`src/rtl/adcspi_pkg.sv`:
```
// Package: shared constants and types for the converter-style serial port.
// Assumes an 8-bit command byte and an 8-bit status byte carrying a 4-bit channel.
package adcspi_pkg;
    localparam int CMD_W    = 8;
    localparam int STAT_W   = 8;
    localparam int CHAN_W   = 4;
    localparam int RNW_BIT  = 6;
    localparam int ADDR_LSB = 3;
    localparam int ADDR_W   = 3;

    localparam logic [ADDR_W-1:0] ADDR_STAT = 3'd0;
    localparam logic [ADDR_W-1:0] ADDR_MODE = 3'd1;
    localparam logic [ADDR_W-1:0] ADDR_DATA = 3'd3;

    typedef enum logic {
        PH_CMD = 1'b0,
        PH_DAT = 1'b1
    } phase_t;
endpackage

```
`src/rtl/adcspi_sync.sv`:
```
// Module: multi-stage synchronizer for a vector of asynchronous pins.
// Assumes every bit is an independent level; IDLE is the value held in reset.
module adcspi_sync #(
    parameter int          W      = 3,
    parameter int          STAGES = 2,
    parameter logic [W-1:0] IDLE  = '0
) (
    input  logic         clk,
    input  logic         rst_n,
    input  logic [W-1:0] d,
    output logic [W-1:0] q
);
    logic [W-1:0] stg [STAGES];

    // Shift the pin levels through the flop chain.
    always_ff @(posedge clk) begin
        if (!rst_n) begin
            for (int i = 0; i < STAGES; i++) stg[i] <= IDLE;
        end else begin
            stg[0] <= d;
            for (int i = 1; i < STAGES; i++) stg[i] <= stg[i-1];
        end
    end

    assign q = stg[STAGES-1];
endmodule

```
`src/rtl/adcspi_run_det.sv`:
```
// Module: counts consecutive ones sampled on data-in at serial rising edges.
// Assumes inputs are already synchronized; hit is asserted on the edge that
// completes a run of RUN_LEN ones and on every further one of the same run.
module adcspi_run_det #(
    parameter int RUN_LEN = 40
) (
    input  logic clk,
    input  logic rst_n,
    input  logic s_rise,
    input  logic s_din,
    input  logic s_cs_n,
    output logic hit
);
    localparam int CW = $clog2(RUN_LEN + 1);

    logic [CW-1:0] run_q;

    // Saturating run counter, cleared by a zero or a deselect.
    always_ff @(posedge clk) begin
        if (!rst_n) begin
            run_q <= '0;
        end else if (s_cs_n) begin
            run_q <= '0;
        end else if (s_rise) begin
            if (!s_din)                         run_q <= '0;
            else if (run_q != CW'(RUN_LEN))     run_q <= run_q + 1'b1;
        end
    end

    assign hit = s_rise && !s_cs_n && s_din && (run_q >= CW'(RUN_LEN - 1));
endmodule

```
`src/rtl/adcspi_engine.sv`:
```
// Module: command/data phase sequencer and register file of the serial port.
// Assumes synchronized inputs with one-cycle edge pulses; MODE_W >= 8.
module adcspi_engine
    import adcspi_pkg::*;
#(
    parameter int                DATA_W   = 24,
    parameter int                MODE_W   = 24,
    parameter logic [MODE_W-1:0] MODE_RST = '0,
    parameter int                DSTA_BIT = 20
) (
    input  logic              clk,
    input  logic              rst_n,
    input  logic              s_rise,
    input  logic              s_fall,
    input  logic              s_din,
    input  logic              s_cs_n,
    input  logic              soft_rst,
    input  logic              conv_valid,
    input  logic [DATA_W-1:0] conv_data,
    input  logic [CHAN_W-1:0] conv_chan,
    output logic [MODE_W-1:0] mode_word,
    output logic              reading,
    output logic              out_bit,
    output logic              rdy_n,
    output logic              at_cmd_start
);
    localparam int SR_W  = (DATA_W + STAT_W > MODE_W) ? DATA_W + STAT_W : MODE_W;
    localparam int LEN_W = $clog2(SR_W + 1);

    phase_t              phase_q;
    logic [LEN_W-1:0]    cnt_q, len_q, load_len;
    logic [MODE_W-2:0]   in_sr;
    logic [MODE_W-1:0]   next_sr;
    logic [SR_W-1:0]     out_sr, load_val;
    logic                rnw_q, rdy_q, conv_seen_q;
    logic [ADDR_W-1:0]   addr_q, cmd_addr;
    logic                cmd_rnw;
    logic [MODE_W-1:0]   mode_q;
    logic [DATA_W-1:0]   data_q;
    logic [CHAN_W-1:0]   chan_q;
    logic [STAT_W-1:0]   status;

    assign next_sr  = {in_sr, s_din};
    assign cmd_rnw  = next_sr[RNW_BIT];
    assign cmd_addr = next_sr[ADDR_LSB +: ADDR_W];
    assign status   = {rdy_q, {(STAT_W-CHAN_W-1){1'b0}}, chan_q};

    // Pick the length and the MSB-aligned read image of the addressed register.
    always_comb begin
        load_len = LEN_W'(CMD_W);
        load_val = '0;
        case (cmd_addr)
            ADDR_STAT: begin
                load_len = LEN_W'(STAT_W);
                load_val = SR_W'(status) << (SR_W - STAT_W);
            end
            ADDR_MODE: begin
                load_len = LEN_W'(MODE_W);
                load_val = SR_W'(mode_q) << (SR_W - MODE_W);
            end
            ADDR_DATA: begin
                if (cmd_rnw && mode_q[DSTA_BIT]) begin
                    load_len = LEN_W'(DATA_W + STAT_W);
                    load_val = SR_W'({data_q, status}) << (SR_W - DATA_W - STAT_W);
                end else begin
                    load_len = LEN_W'(DATA_W);
                    load_val = SR_W'(data_q) << (SR_W - DATA_W);
                end
            end
            default: ;
        endcase
    end

    // Phase sequencing, register updates and conversion capture.
    always_ff @(posedge clk) begin
        if (!rst_n || soft_rst) begin
            phase_q     <= PH_CMD;
            cnt_q       <= '0;
            len_q       <= '0;
            in_sr       <= '0;
            out_sr      <= '0;
            rnw_q       <= 1'b0;
            addr_q      <= '0;
            mode_q      <= MODE_RST;
            data_q      <= '0;
            chan_q      <= '0;
            rdy_q       <= 1'b1;
            conv_seen_q <= 1'b0;
        end else begin
            if (s_cs_n) begin
                phase_q <= PH_CMD;
                cnt_q   <= '0;
            end else if (s_rise) begin
                in_sr <= next_sr[MODE_W-2:0];
                if (phase_q == PH_CMD) begin
                    if (cnt_q == LEN_W'(CMD_W - 1)) begin
                        phase_q <= PH_DAT;
                        cnt_q   <= '0;
                        rnw_q   <= cmd_rnw;
                        addr_q  <= cmd_addr;
                        len_q   <= load_len;
                        out_sr  <= load_val;
                        if (cmd_rnw && cmd_addr == ADDR_DATA) conv_seen_q <= 1'b0;
                    end else begin
                        cnt_q <= cnt_q + 1'b1;
                    end
                end else if (cnt_q == len_q - LEN_W'(1)) begin
                    phase_q <= PH_CMD;
                    cnt_q   <= '0;
                    if (!rnw_q && addr_q == ADDR_MODE) mode_q <= next_sr;
                    if (rnw_q && addr_q == ADDR_DATA && !conv_seen_q) rdy_q <= 1'b1;
                end else begin
                    cnt_q <= cnt_q + 1'b1;
                end
            end else if (s_fall && reading && cnt_q != '0) begin
                out_sr <= out_sr << 1;
            end
            if (conv_valid) begin
                data_q      <= conv_data;
                chan_q      <= conv_chan;
                rdy_q       <= 1'b0;
                conv_seen_q <= 1'b1;
            end
        end
    end

    assign reading      = (phase_q == PH_DAT) && rnw_q;
    assign out_bit      = out_sr[SR_W-1];
    assign rdy_n        = rdy_q;
    assign mode_word    = mode_q;
    assign at_cmd_start = (phase_q == PH_CMD) && (cnt_q == '0);
endmodule

```
`src/rtl/adcspi_slave.sv`:
```
// Module: top of the converter-style serial port; synchronizes the pins,
// finds serial clock edges and muxes read data or ready onto the output.
// Assumes sclk is slower than clk by at least 4x per level.
module adcspi_slave
    import adcspi_pkg::*;
#(
    parameter int                DATA_W      = 24,
    parameter int                MODE_W      = 24,
    parameter logic [MODE_W-1:0] MODE_RST    = 24'h080060,
    parameter int                DSTA_BIT    = 20,
    parameter int                RUN_LEN     = 40,
    parameter int                SYNC_STAGES = 2
) (
    input  logic              clk,
    input  logic              rst_n,
    input  logic              sclk,
    input  logic              din,
    input  logic              cs_n,
    input  logic              conv_valid,
    input  logic [DATA_W-1:0] conv_data,
    input  logic [CHAN_W-1:0] conv_chan,
    output logic              dout_rdy,
    output logic [MODE_W-1:0] mode_word
);
    logic [2:0] pins_s;
    logic       s_cs_n, s_sclk, s_din, sclk_d, s_rise, s_fall;
    logic       hit, reading, out_bit, rdy_n, at_cmd_start;

    adcspi_sync #(.W(3), .STAGES(SYNC_STAGES), .IDLE(3'b110)) u_sync (
        .clk (clk),
        .rst_n (rst_n),
        .d   ({cs_n, sclk, din}),
        .q   (pins_s)
    );

    assign s_cs_n = pins_s[2];
    assign s_sclk = pins_s[1];
    assign s_din  = pins_s[0];

    // Delay the synchronized serial clock by one cycle for edge detection.
    always_ff @(posedge clk) begin
        if (!rst_n) sclk_d <= 1'b1;
        else        sclk_d <= s_sclk;
    end

    assign s_rise = s_sclk & ~sclk_d;
    assign s_fall = ~s_sclk & sclk_d;

    adcspi_run_det #(.RUN_LEN(RUN_LEN)) u_run (
        .clk    (clk),
        .rst_n  (rst_n),
        .s_rise (s_rise),
        .s_din  (s_din),
        .s_cs_n (s_cs_n),
        .hit    (hit)
    );

    adcspi_engine #(
        .DATA_W   (DATA_W),
        .MODE_W   (MODE_W),
        .MODE_RST (MODE_RST),
        .DSTA_BIT (DSTA_BIT)
    ) u_eng (
        .clk          (clk),
        .rst_n        (rst_n),
        .s_rise       (s_rise),
        .s_fall       (s_fall),
        .s_din        (s_din),
        .s_cs_n       (s_cs_n),
        .soft_rst     (hit),
        .conv_valid   (conv_valid),
        .conv_data    (conv_data),
        .conv_chan    (conv_chan),
        .mode_word    (mode_word),
        .reading      (reading),
        .out_bit      (out_bit),
        .rdy_n        (rdy_n),
        .at_cmd_start (at_cmd_start)
    );

    assign dout_rdy = s_cs_n ? 1'b1 : (reading ? out_bit : rdy_n);
endmodule

```
`config.mk`:
```
export PLATFORM = sky130hd
export DESIGN_NAME = adcspi_slave
export DESIGN_NICKNAME = d
export VERILOG_FILES = /design/src/rtl/adcspi_pkg.sv /design/src/rtl/adcspi_sync.sv /design/src/rtl/adcspi_run_det.sv /design/src/rtl/adcspi_engine.sv /design/src/rtl/adcspi_slave.sv
export SDC_FILE = /design/constraint.sdc
export NUM_CORES = 1
export LEC_CHECK = 0
export CAP_MARGIN = 10
export CORE_ASPECT_RATIO = 1.5
export CORE_MARGIN = 1
export CORE_UTILIZATION = 33
export CTS_BUF_LIST = sky130_fd_sc_hd__clkbuf_16
export DETAILED_ROUTE_END_ITERATION = 10
export PLACE_DENSITY = 0.6
export SYNTH_ARGS = -nofsm -noshare
export SYNTH_HDL_FRONTEND = slang
export SYNTH_SLANG_ARGS = --single-unit
export TNS_END_PERCENT = 1
```
`constraint.sdc`:
```
create_clock -name clk -period 4.2 [get_ports clk]
set_input_delay 0.84 -clock clk [delete_from_list [all_inputs] [get_ports clk]]
set_output_delay 0.84 -clock clk [all_outputs]
set_load 0.01 [all_outputs]
```
==> impl_metrics.yaml <==
die:
  die_width_um: 110.6
  io_pins: 59
  fp.dieH_um: 164.9
  start_util_pct: 33.65
  core_area_mm2: 0.01735
  dieArea_mm2: 0.01823
  row_count: 59
timing:
  final-hold-violation-count: 0
  tightest_slew_ps: 1187
  fin_crit_sh_pct: 64.31
  setup_viol: 0
  relSlewSlack_pct: 20.78
  rsz0062_at_grt: "no"
  report.final.slew_viol_count: 0
  min_period_ps: 2701
  fmax_mhz: 370.2
  finClkSkew_ps: 7.914
  finalSetupTns_ps: 0
  hold_ws_ps: 408.3
logic_synthesis:
  syn-cell-area_mm2: 0.005837
  synth_area_leaders: "dfxtp_1 47%, mux2i_1 8.2%, a21oi_1 6.6%"
  yosys.area.top_type_share_pct: 46.65
  seq_area_frac_synth_pct: 46.65
  synthFlopType: "dfxtp_1"
  syn_inst: 668
  yosysWarnings: 0
  synth_edf_count: 0
  postSynthAreaPerCell_um2: 8.738
  synthArstFlopShare_pct: 0
  synth_top_cell_by_area: "dfxtp_1"
  netlist-cell-type-count: 56
  synth_nets: 707
  ys_ff_latch: 136
critical_path:
  crit_required_ps: 3360
  worstPathArrival_ps: 1860
  crit_path_start_kind: "flop"
  crit_chain: "a21boi_0 -> a311o_1 -> clkdlybuf4s50_1"
  critical_path_class: "flop to output pin"
  max_stage_delay_ps: 510
  slowest_stage: "dfxtp_1"
  crit_path_start: "u_eng.rnw_q"
  regToRegStartpoint: "u_eng.cnt_q[3]"
  cp-end-kind: "output pin"
  r2r-end: "u_eng.out_sr[24]"
  crit_end: "dout_rdy"
  cp_max_fo: 7
  rr_worst_depth: 4
  rrSetupSlack_ps: 1590
cts:
  cts_resized: 0
  clock_path_buffers: 2
  cts_tree: "yes"
  worstSkewPairLatency_ps: 420
  cts.sinks: 136
  cts-buffers-inserted: 17
  htreeDepth: 4
  root_buffer: "clkbuf_16"
  path_clk_slew_ps: 70
  cts_setup_buffers: 0
  cts_hold_buf: 0
route:
  first_pass_iters: 6
  routed_wl_um: 15720
  routedWlPerCell_um: 16.98
  drtAntennaViolNets: 0
  viasPerCell: 5.410
  drc: 0
  drtIter0Drc: 313
  vias: 5010
layout:
  layout_common_cells: "136 x dfxtp_1, 77 x a21oi_1, 66 x nand2_1"
  finalNetCount: 739
  areaGrowthSynthToFinish_pct: 21.61
  antenna_cells: 0
  final_common_cell: "dfxtp_1"
  postLayoutCoreUtil_pct: 40.92
  drive_above_1_share_pct: 7.574
  final_cells: 926
place:
  numPlacedInstances: 894
  dp_hpwl_um: 10100
  port_buffers: 58
  routabilityCongestion: 0.8158
power:
  p_leak_uw: 0.002332
  power_density_mw_per_mm2: 404.3
  vdd_drop_max_mv: 0.2000
grt:
  globalRouteTotalUtil_pct: 17.76
  overflow: 0
  grt_start_max_net_pins: 106
  grt_pass1_vias: 4821
  antenna_found_initial: 0
  grt_pass1_wl_um: 25590
flow_run:
  maxCapViolCount: 0
status:
  status: "finished, final reports clean"
min_path:
  hold_path.class: "flop to flop"
power by group:
| group | switching, uW | internal [uW] |
|---|---|---|
| logic | 49.7 | 52.8 |
| clock network | 617 | 825 |
| registers | 14.8 | 1310 |
metal layers:
metal / vias to the layer above / GRT usage (%) / part of all wire, %
met5: - / 0 / 0
met4: 0 / 8.182 / 2.9
met3: 32 / 3.963 / 3.4
met2: 110 / 31.54 / 51
met1: 2432 / 20.25 / 43
li1: 2436 / - / -
area by class of cell:
type / count / area (um2)
sequential: 136 / 2723
timing repair buffer: 68 / 663.1
tap: 213 / 266.5
multi-input combinational: 469 / 2848
fill: 1738 / 10250
clock inverter: 15 / 142.6
inverter: 8 / 30.03
clock buffer: 17 / 425.4
worst min-delay path by stage:
stage	cells past startpoint	slack [ps]	to	start
floorplan	1	390	u_sync.stg[0][4]	u_sync.stg[0][1]
finish	1	410	u_sync.stg[0][4]	u_sync.stg[0][1]
global placement	1	400	u_sync.stg[0][4]	u_sync.stg[0][1]
CTS	1	410	u_sync.stg[0][4]	u_sync.stg[0][1]
global route	1	430	u_sync.stg[0][4]	u_sync.stg[0][1]
detailed placement	1	400	u_sync.stg[0][4]	u_sync.stg[0][1]
worst max-delay path, delay by kind of cell, from the launching register on:
| family | cells | cell delay, ps |
|---|---|---|
| flops | 1 | 510 |
| compound gates | 2 | 440 |
| buf+inv | 1 | 490 |
through the flow:
stage,setup slack [ps],cell area [um2],power (uW)
after floorplan,2219,5837,1407
after global placement,1623,6530,1457
after detailed placement,1576,6530,1457
after CTS,1475,7098,2893
after global routing,1400,7098,2964
final,1499,7098,2870
synth_stat cells (all sizes together) (5+ instances only):
library cell,instances
o21a,5
clkbuf,37
o21ai,28
o221a,5
nor3,28
dfxtp,136
nand2,66
a21oi,77
nand4,5
a22oi,6
nand2b,7
buf,18
mux2i,48
nand3,47
mux2,5
nor2,63
xor2,6
ha,5
a211oi,23
inv,8
flip-flops by register name, indices dropped and copies added, names as in the netlist, 3 cells and up:
| register | cells |
|---|---|
| u_sync.stg | 6 |
| u_eng.addr_q | 3 |
| u_eng.data_q | 24 |
| u_eng.in_sr | 23 |
| u_eng.chan_q | 4 |
| u_eng.mode_word | 24 |
| u_eng.cnt_q | 6 |
| u_run.run_q | 6 |
| u_eng.out_sr | 32 |
| u_eng.len_q | 3 |
logic make-up after synthesis:
| family | count (synthesis) | synth area share [%] |
|---|---|---|
| AND/OR/NAND/NOR | 239 | 19.51 |
| buffers and inverters | 63 | 4.566 |
| multiplexers | 53 | 9.196 |
| AO/OA/AOI/OAI | 163 | 17.43 |
| XOR/XNOR | 9 | 1.586 |
| adder cells (fa/ha/maj) | 5 | 1.072 |
| flip-flops | 136 | 46.65 |
(Power assumes the default switching activity.)
